## config.mk

```make
export PLATFORM = sky130hd
export DESIGN_NAME = wq_reducer
export DESIGN_NICKNAME = d
export VERILOG_FILES = /design/src/rtl/wq_pkg.sv /design/src/rtl/wq_decode.sv /design/src/rtl/wq_round_sat.sv /design/src/rtl/wq_pack.sv /design/src/rtl/wq_reducer.sv
export SDC_FILE = /design/constraint.sdc
export NUM_CORES = 1
export LEC_CHECK = 0
export ABC_AREA = 0
export ABC_CLOCK_PERIOD_IN_PS = 3400
export BUFFER_PORTS_ARGS = -buffer_cell sky130_fd_sc_hd__clkbuf_2
export CAP_MARGIN = 20
export CORE_AREA = 2 2 98 100
export DETAILED_ROUTE_END_ITERATION = 8
export DIE_AREA = 0 0 100 102
export SKIP_CTS_REPAIR_TIMING = 1
export SLEW_MARGIN = 30
export SYNTH_ARGS = -nofsm -noshare
export SYNTH_HDL_FRONTEND = slang
export SYNTH_SLANG_ARGS = --single-unit
export TNS_END_PERCENT = 10
```

## constraint.sdc

```tcl
create_clock -name clk -period 3.4 [get_ports clk]
set_clock_uncertainty 0.2 [all_clocks]
set_input_delay 0.51 -clock clk [delete_from_list [all_inputs] [get_ports clk]]
set_output_delay 0.51 -clock clk [all_outputs]
set_load 0.01 [all_outputs]
```

## src/rtl/wq_pkg.sv

```systemverilog
package wq_pkg;

    localparam int REG_W  = 64;
    localparam int WORD_W = 32;
    localparam int HALF_W = 16;
    localparam int IDX_W  = 5;
    localparam int INSN_W = 32;

    typedef enum logic {
        ENC_STANDARD = 1'b0,
        ENC_COMPACT  = 1'b1
    } enc_e;

    // fixed opcode fields of the two encodings
    localparam logic [5:0] STD_MAJOR = 6'b011111;
    localparam logic [4:0] STD_SUBOP = 5'b10101;
    localparam logic [5:0] STD_FUNC  = 6'b010001;
    localparam logic [5:0] CMP_MAJOR = 6'b000000;
    localparam logic [9:0] CMP_FUNC  = 10'b0100101101;

    typedef struct packed {
        logic             vld;
        logic             wr;
        logic [IDX_W-1:0] idx;
        logic [REG_W-1:0] res;
        logic             bad;
        logic             off;
        logic             ovf;
    } stage_t;

endpackage

```

## src/rtl/wq_decode.sv

```systemverilog
module wq_decode
    import wq_pkg::*;
(
    input  logic [INSN_W-1:0] insn,
    input  logic              enc_sel,
    output logic              hit,
    output logic [IDX_W-1:0]  rs_idx,
    output logic [IDX_W-1:0]  rt_idx,
    output logic [IDX_W-1:0]  rd_idx
);

    enc_e mode;
    logic cmp_hit;
    logic std_hit;

    always_comb begin
        mode    = enc_e'(enc_sel);
        cmp_hit = (insn[31:26] == CMP_MAJOR) && !insn[10] && (insn[9:0] == CMP_FUNC);
        std_hit = (insn[31:26] == STD_MAJOR) && (insn[10:6] == STD_SUBOP)
                  && (insn[5:0] == STD_FUNC);
        rd_idx  = insn[15:11];
        if (mode == ENC_COMPACT) begin
            hit    = cmp_hit;
            rt_idx = insn[25:21];
            rs_idx = insn[20:16];
        end else begin
            hit    = std_hit;
            rs_idx = insn[25:21];
            rt_idx = insn[20:16];
        end
    end

endmodule

```

## src/rtl/wq_round_sat.sv

```systemverilog
module wq_round_sat #(
    parameter int WORD_W = 32,
    parameter int HALF_W = 16
) (
    input  logic [WORD_W-1:0] word,
    output logic [HALF_W-1:0] half,
    output logic              sat
);

    localparam int DROP = WORD_W - HALF_W;
    localparam logic [WORD_W:0] RND = (WORD_W+1)'(1) << (DROP - 1);
    localparam logic [HALF_W-1:0] QMAX = {1'b0, {(HALF_W-1){1'b1}}};

    logic [WORD_W:0] sum;
    logic            unused_frac;

    always_comb begin
        sum         = {word[WORD_W-1], word} + RND;
        sat         = sum[WORD_W] ^ sum[WORD_W-1];
        half        = sat ? QMAX : sum[WORD_W-1:DROP];
        unused_frac = ^sum[DROP-1:0];
    end

endmodule

```

## src/rtl/wq_pack.sv

```systemverilog
module wq_pack #(
    parameter int REG_W  = 64,
    parameter int HALF_W = 16
) (
    input  logic [HALF_W-1:0] hi_half,
    input  logic [HALF_W-1:0] lo_half,
    output logic [REG_W-1:0]  packed_val
);

    localparam int EXT_W = REG_W - 2*HALF_W;

    always_comb begin
        packed_val = {{EXT_W{hi_half[HALF_W-1]}}, hi_half, lo_half};
    end

endmodule

```

## src/rtl/wq_reducer.sv

```systemverilog
module wq_reducer
    import wq_pkg::*;
#(
    parameter int REG_W  = wq_pkg::REG_W,
    parameter int WORD_W = wq_pkg::WORD_W,
    parameter int HALF_W = wq_pkg::HALF_W
) (
    input  logic              clk,
    input  logic              rst,
    input  logic              in_valid,
    input  logic              enc_sel,
    input  logic              dsp_en,
    input  logic [INSN_W-1:0] insn,
    input  logic [REG_W-1:0]  rs_val,
    input  logic [REG_W-1:0]  rt_val,
    output logic [IDX_W-1:0]  rs_idx,
    output logic [IDX_W-1:0]  rt_idx,
    output logic              out_valid,
    output logic              wr_en,
    output logic [IDX_W-1:0]  wr_idx,
    output logic [REG_W-1:0]  result,
    output logic              illegal,
    output logic              dsp_off,
    output logic              ovf_flag
);

    localparam int LANES = 2;   // lane 1 from rs, lane 0 from rt

    logic                          hit;
    logic [IDX_W-1:0]              rd_idx;
    logic [LANES-1:0][WORD_W-1:0]  lane_word;
    logic [LANES-1:0][HALF_W-1:0]  lane_half;
    logic [LANES-1:0]              lane_sat;
    logic [REG_W-1:0]              packed_val;
    logic                          unused_upper;
    stage_t                        stg_d;
    stage_t                        stg_q;

    wq_decode u_dec (
        .insn   (insn),
        .enc_sel(enc_sel),
        .hit    (hit),
        .rs_idx (rs_idx),
        .rt_idx (rt_idx),
        .rd_idx (rd_idx)
    );

    always_comb begin
        lane_word[1] = rs_val[WORD_W-1:0];
        lane_word[0] = rt_val[WORD_W-1:0];
        unused_upper = ^{rs_val[REG_W-1:WORD_W], rt_val[REG_W-1:WORD_W]};
    end

    for (genvar g = 0; g < LANES; g++) begin : g_lane
        wq_round_sat #(.WORD_W(WORD_W), .HALF_W(HALF_W)) u_cvt (
            .word(lane_word[g]),
            .half(lane_half[g]),
            .sat (lane_sat[g])
        );
    end

    wq_pack #(.REG_W(REG_W), .HALF_W(HALF_W)) u_pack (
        .hi_half   (lane_half[1]),
        .lo_half   (lane_half[0]),
        .packed_val(packed_val)
    );

    always_comb begin
        stg_d     = stg_q;
        stg_d.vld = in_valid;
        stg_d.wr  = in_valid && hit && dsp_en;
        stg_d.bad = in_valid && !hit;
        stg_d.off = in_valid && hit && !dsp_en;
        if (in_valid) begin
            stg_d.idx = rd_idx;
            stg_d.res = packed_val;
        end
        stg_d.ovf = stg_q.ovf || (stg_d.wr && (|lane_sat));
    end

    always_ff @(posedge clk) begin
        if (rst) begin
            stg_q <= '0;
        end else begin
            stg_q <= stg_d;
        end
    end

    always_comb begin
        out_valid = stg_q.vld;
        wr_en     = stg_q.wr;
        wr_idx    = stg_q.idx;
        result    = stg_q.res;
        illegal   = stg_q.bad;
        dsp_off   = stg_q.off;
        ovf_flag  = stg_q.ovf;
    end

endmodule

```

==> impl_metrics.ini, run 1 <==
[run_status]
status = completed

[pwr]
pwr-share-comb = 0.228
seqPwrFrac = 0.450
power.density_nw_per_um2 = 370
internal_power_uw = 869
power.total_uw = 1220
switching_share = 0.287
p_switching_uw = 349
clkPwrFrac = 0.322
leakage_uw = 0.00153
irDropWorstVdd_mv = 0.145

[sta]
slew_headroom = 0.664
holdWs_ns = 0.259
finalCriticalPeriod_ns = 2.48
fmax_mhz = 404
fin_crit_sh = 0.729
setup-tns-final_ns = 0
tightest_slew_ns = 0.503
maxSlewViolCount = 0
grt_setup_unrepaired = no
timing_hold_violations_final = 0
setup_viol = 0

[setup_path]
worstSetupPathType = input port to flip-flop
cp_slowest_cell = or4_1
worst-path-stages = 8
arrival_ns = 2.44
critPathMaxFanout = 13
r2r_cells = 2
path_cells = clkbuf_2, nand4_4, or4_1, o31a_1, ha_1, nor2b_1, buf_4, a311oi_1
cp-endpoint = result[20]$_SDFFE_PP0P_
cp-start-kind = input port
r2r_slack_ns = 2.27
critPathBufInv = 2
crit_path_start = rs_val[23]
r2r-start = result[31]$_SDFFE_PP0P_
crit_path_end_kind = flip-flop
crit_required_ns = 3.36
r2r_end = result[31]$_SDFFE_PP0P_
max_stage_delay_ns = 0.52
path_delay_family = simple AND/OR/NAND/NOR gates

[die]
die_y_um = 102
die-width_um = 100
pin_count = 249
rows = 35
initial_utilization = 0.278
core_sq_um = 9110
dieArea_sq_um = 10200

[clock_tree]
cts_buffers = 5
clk_pin_slew_worst_paths_ns = 0.09
cts_tree = done
clock-sinks = 42
h-tree-depth = 2
cts_buffer_depth = 2
clk_latency_ns = 0.28
cts_root_buf = clkbuf_8

[logic_synthesis]
syn-num-nets = 458
synthArstFlopShare = 0
synth-seq-cells = 42
netlist_area_sq_um = 2530
ys_seq_area_frac = 0.332
postSynthCellCount = 289
post_synth_num_cell_types = 45
postSynthAreaPerCell_sq_um = 8.76
synth-warning-count = 0
synth_flop_cell = dfxtp_1
synth_edf_count = 0

[finish]
stdcell_area_sq_um = 3290
layout.cells.non_filler = 523
drive_above_1_share = 0.459
diodes = 0
n_fill_cell = 947
final_cell_mix = clkbuf_2 (154), nor2_1 (41), dfxtp_1 (41)
regArea_sq_um = 842
multi_input_area_sq_um = 1360
syn_to_final_growth_pct = 30.0
final_common_cell = clkbuf_2
nets = 580

[job]
cap_violations = 0

[route]
drtIter0Drc = 26
drc = 0
vias = 2486
firstDrtPassIters = 4
wl_mm = 6.91
ant_nets = 0
via_per_inst = 4.75
wl_per_cell_um = 13.2

[grt]
grt_pass1_vias = 2286
grt_usage = 0.131
grt_max_degree = 35
antenna_found_initial = 0
grt_pass1_wl_mm = 10.8
grt-ovfl-total = 0

[place]
dp_hpwl_mm = 5.57
place_area_sq_um = 3180
port_buffers = 154
placed_cells = 515
gp_congestion = 0.785

[hold_path]
min_path_type = input port to flip-flop
-- cells in the mapped netlist, types with 2 or more instances --
cell type  count  area [sq um]
a211oi_1      22           165
a21oi_1        2          10.0
buf_6          2          22.5
nor2_1        41           154
buf_4         32           240
ha_1           4          50.1
nor4_1         3          18.8
mux2_2        10           113
mux2i_1        7          70.1
dfxtp_1       42           841
nand2_1       10          37.5
nand4_1       11          68.8
xnor2_1       12           105
a311oi_1       4          35.0
and4_1         5          43.8
buf_1          4          15.0
xor2_1        10          87.6
nand3_1        7          35.0
nor2b_1        5          31.3
or3_1          3          18.8
o21ai_0        8          40.0
clkbuf_1       6          22.5
a31oi_1        3          18.8
inv_1          6          22.5
and3_1         2          12.5
nor3_1         5          25.0
and2_1         2          12.5
nor4_2         3          37.5
o21a_1         2          15.0
-- worst min-delay path: stages --
cell      delay (ns)
clkbuf_2        0.07
mux2i_1         0.06
nor2_1          0.07
-- how the worst min path moves through the flow --
stage                                  from                       to  slack [ns]  depth (start not counted)
floorplan           result[14]$_SDFFE_PP0P_  result[14]$_SDFFE_PP0P_        0.30                          2
global placement        ovf_flag$_SDFF_PP0_      ovf_flag$_SDFF_PP0_        0.25                          1
detailed placement      ovf_flag$_SDFF_PP0_      ovf_flag$_SDFF_PP0_        0.27                          1
CTS                                insn[11]   wr_idx[0]$_SDFFE_PP0P_        0.25                          3
global route                       insn[11]   wr_idx[0]$_SDFFE_PP0P_        0.27                          3
finish                             insn[11]   wr_idx[0]$_SDFFE_PP0P_        0.26                          3
-- sequential cells by signal (all words and copies together) (netlist names) --
signal and flops:
illegal 1, out_valid 1, ovf_flag 1, wr_idx 5, result 32, dsp_off 1, wr_en 1
-- cells by family after synthesis --
group | count (synthesis) | share of synthesized area
AO/OA/AOI/OAI | 47 | 0.135
XOR/XNOR | 22 | 0.0761
adder cells (fa/ha/maj) | 4 | 0.0198
buffers and inverters | 51 | 0.129
flip-flops | 42 | 0.332
multiplexers | 17 | 0.0721
AND/OR/NAND/NOR | 106 | 0.236
-- power groups by stage --
stage	clock (uW)	combinational, uW	sequential, uW
after floorplan	0	142	575
after global placement	0	278	559
after detailed placement	0	281	561
after CTS	413	282	549
after global routing	431	309	554
final	392	278	548
-- metrics by stage --
step / worst slack [ns] / util
finish: 0.922 / 0.361
floorplan: 0.751 / -
CTS: 0.918 / 0.361
global route: 0.783 / 0.361
global placement: 0.617 / 0.349
detailed placement: 0.607 / 0.349
-- metal layers --
metal  vias to the layer above  part of all wire  track usage
met5                         -                 0            0
met4                         0            0.0035       0.0211
met3                         2             0.072       0.0376
met2                       112              0.47        0.231
met1                      1121              0.45        0.164
li1                       1251                 -            -
-- final cells by class --
type,count,area share
clock inverter,3,0.0122
tap,111,0.0422
sequential,42,0.256
inverter,6,0.00684
timing repair buffer,160,0.248
clock buffer,5,0.0209
multi-input combinational,196,0.414
Power figures use the tool's default switching activity.
==> run 2: changes to the inputs <==
- ABC_CLOCK_PERIOD_IN_PS: 3400 -> 2200
- CORE_AREA: 2 2 98 100 -> 2 2 96 98
- DIE_AREA: 0 0 100 102 -> 0 0 98 100
- PLACE_DENSITY: default -> 0.69
- clock period: 3.4 -> 2.2 ns (I/O delays scaled with it)
==> run 2 against run 1 <==
The run now ends with setup timing left; highest routed layer unchanged; worst setup slack got worse by 0.92 ns; global-route usage increased by 1.1 points; register-to-register slack worse by 1.0 ns; via count is 5.7% higher; final cell count increased by 6.5%; largest power group unchanged; non-clock buffer count up 34; die area down 3.9%; flip-flop and latch count did not move.
==> impl_metrics.ini, run 2 (synthesis gave the netlist of run 1 again) <==
[run_status]
status = finished, violations left
violations = setup timing

[sta]
maxSlewViolCount = 0
holdWs_ns = 0.0722
slew_headroom = 0.696
fin_crit_sh = 1.00
timing_hold_violations_final = 0
fmax_mhz = 454
setup-tns-final_ns = -0.00142
finalCriticalPeriod_ns = 2.20
tightest_slew_ns = 0.456
fin_ws_ns = -0.00142
setup_viol = 1

[die]
dieArea_sq_um = 9800
initial_utilization = 0.285
core_sq_um = 8890
die-width_um = 98
die_y_um = 100
pin_count = 249
rows = 35

[setup_path]
crit_required_ns = 2.19
r2r_cells = 2
crit_path_start = rs_val[24]
arrival_ns = 2.19
critPathBufInv = 1
r2r_slack_ns = 1.25
cp_slowest_cell = or4_4
r2r_end = result[18]$_SDFFE_PP0P_
r2r-start = result[18]$_SDFFE_PP0P_
crit_path_end_kind = flip-flop
worstSetupPathType = input port to flip-flop
path_cells = clkbuf_2, nand4_4, or4_4, nor2_1, xor2_1, ha_4, o21a_1, a32o_1
path_delay_family = simple AND/OR/NAND/NOR gates
critPathMaxFanout = 3
cp-start-kind = input port
max_stage_delay_ns = 0.49

[clock_tree]
cts_buffer_depth = 2
h-tree-depth = 2
clk_pin_slew_worst_paths_ns = 0.07
clock-sinks = 42
clk_latency_ns = 0.29
cts_tree = done
cts_buffers = 5
cts_root_buf = clkbuf_8

[finish]
diodes = 0
nets = 614
syn_to_final_growth_pct = 40.4
final_cell_mix = clkbuf_2 (154), dfxtp_1 (42), nor2_1 (41)
final_common_cell = clkbuf_2
drive_above_1_share = 0.502
final_util = 0.400
largest_reg_flops = 32
layout.cells.non_filler = 557

[grt]
grt_usage = 0.142
grt_pass1_wl_mm = 11.2
antenna_found_initial = 0
grt-ovfl-total = 0
grt_pass1_vias = 2347
grt_max_degree = 34

[pwr]
irDropWorstVdd_mv = 0.226
power.density_nw_per_um2 = 518
leakage_uw = 0.00170
power.total_uw = 1840

[route]
ant_nets = 0
drtIter0Drc = 39
wl_mm = 7.31
via_per_inst = 4.72
wl_per_cell_um = 13.1
vias = 2628
drc = 0
firstDrtPassIters = 4

[place]
port_buffers = 154
placed_cells = 549
gp_congestion = 0.794
dp_hpwl_mm = 5.97

[hold_path]
min_path_type = input port to flip-flop
whs_path_depth = 3
min_to = wr_idx[1]$_SDFFE_PP0P_
min-delay-start = insn[12]

[job]
cap_violations = 0
-- run 2: cell count changes in the layout (fill, tap and decap cells not counted), sizes merged --
cell,previous run,this run
buf,6,40
clkbuf,159,161
bufinv,1,0
clkinv,2,1
-- run 2: cell type report --
cell class,count,area [sq um]
clock buffers,7,86.3
clock inverters,1,5.00
fillers,907,5330
inverters,6,22.5
multi-input cells,196,1390
flip-flops and latches,42,841
well taps,111,139
repair buffers,194,1070
-- run 2: where the power goes --
group          leakage [uW]  internal, uW  switching [uW]
sequential         0.000349           815            28.2
combinational       0.00130           232             252
clock             0.0000482           253             261
total               0.00170          1300             541
-- run 2: per-stage QoR --
step	cell area (sq um)	setup WS (ns)
after floorplan	2550	-0.0539
after global placement	3440	-0.302
after detailed placement	3440	-0.304
after CTS	3530	0.0129
after global routing	3560	-0.0579
final	3560	-0.00142
-- run 2: worst max-delay path by stage --
| stage | end | slack [ns] | depth (start not counted) |
|---|---|---|---|
| 6_report | ovf_flag$_SDFF_PP0_ | -0.001 | 8 |
| 4_1_cts | result[18]$_SDFFE_PP0P_ | 0.01 | 8 |
| 3_5_place_dp | result[18]$_SDFFE_PP0P_ | -0.30 | 8 |
| 5_1_grt | result[20]$_SDFFE_PP0P_ | -0.06 | 9 |
| 3_3_place_gp | result[20]$_SDFFE_PP0P_ | -0.30 | 8 |
| 2_1_floorplan | result[17]$_SDFFE_PP0P_ | -0.05 | 7 |
-- run 2: per-layer routing --
metal  track usage  share of wire  wire, um
met1         0.173           0.43      3140
met2         0.252           0.48      3540
met3        0.0348          0.076       553
met4        0.0363          0.010        73
met5             0              0         0
-- run 2: worst min-delay path: stages --
cell and delay [ns]:
clkbuf_2 0.08, mux2i_1 0.05, nor2_1 0.07
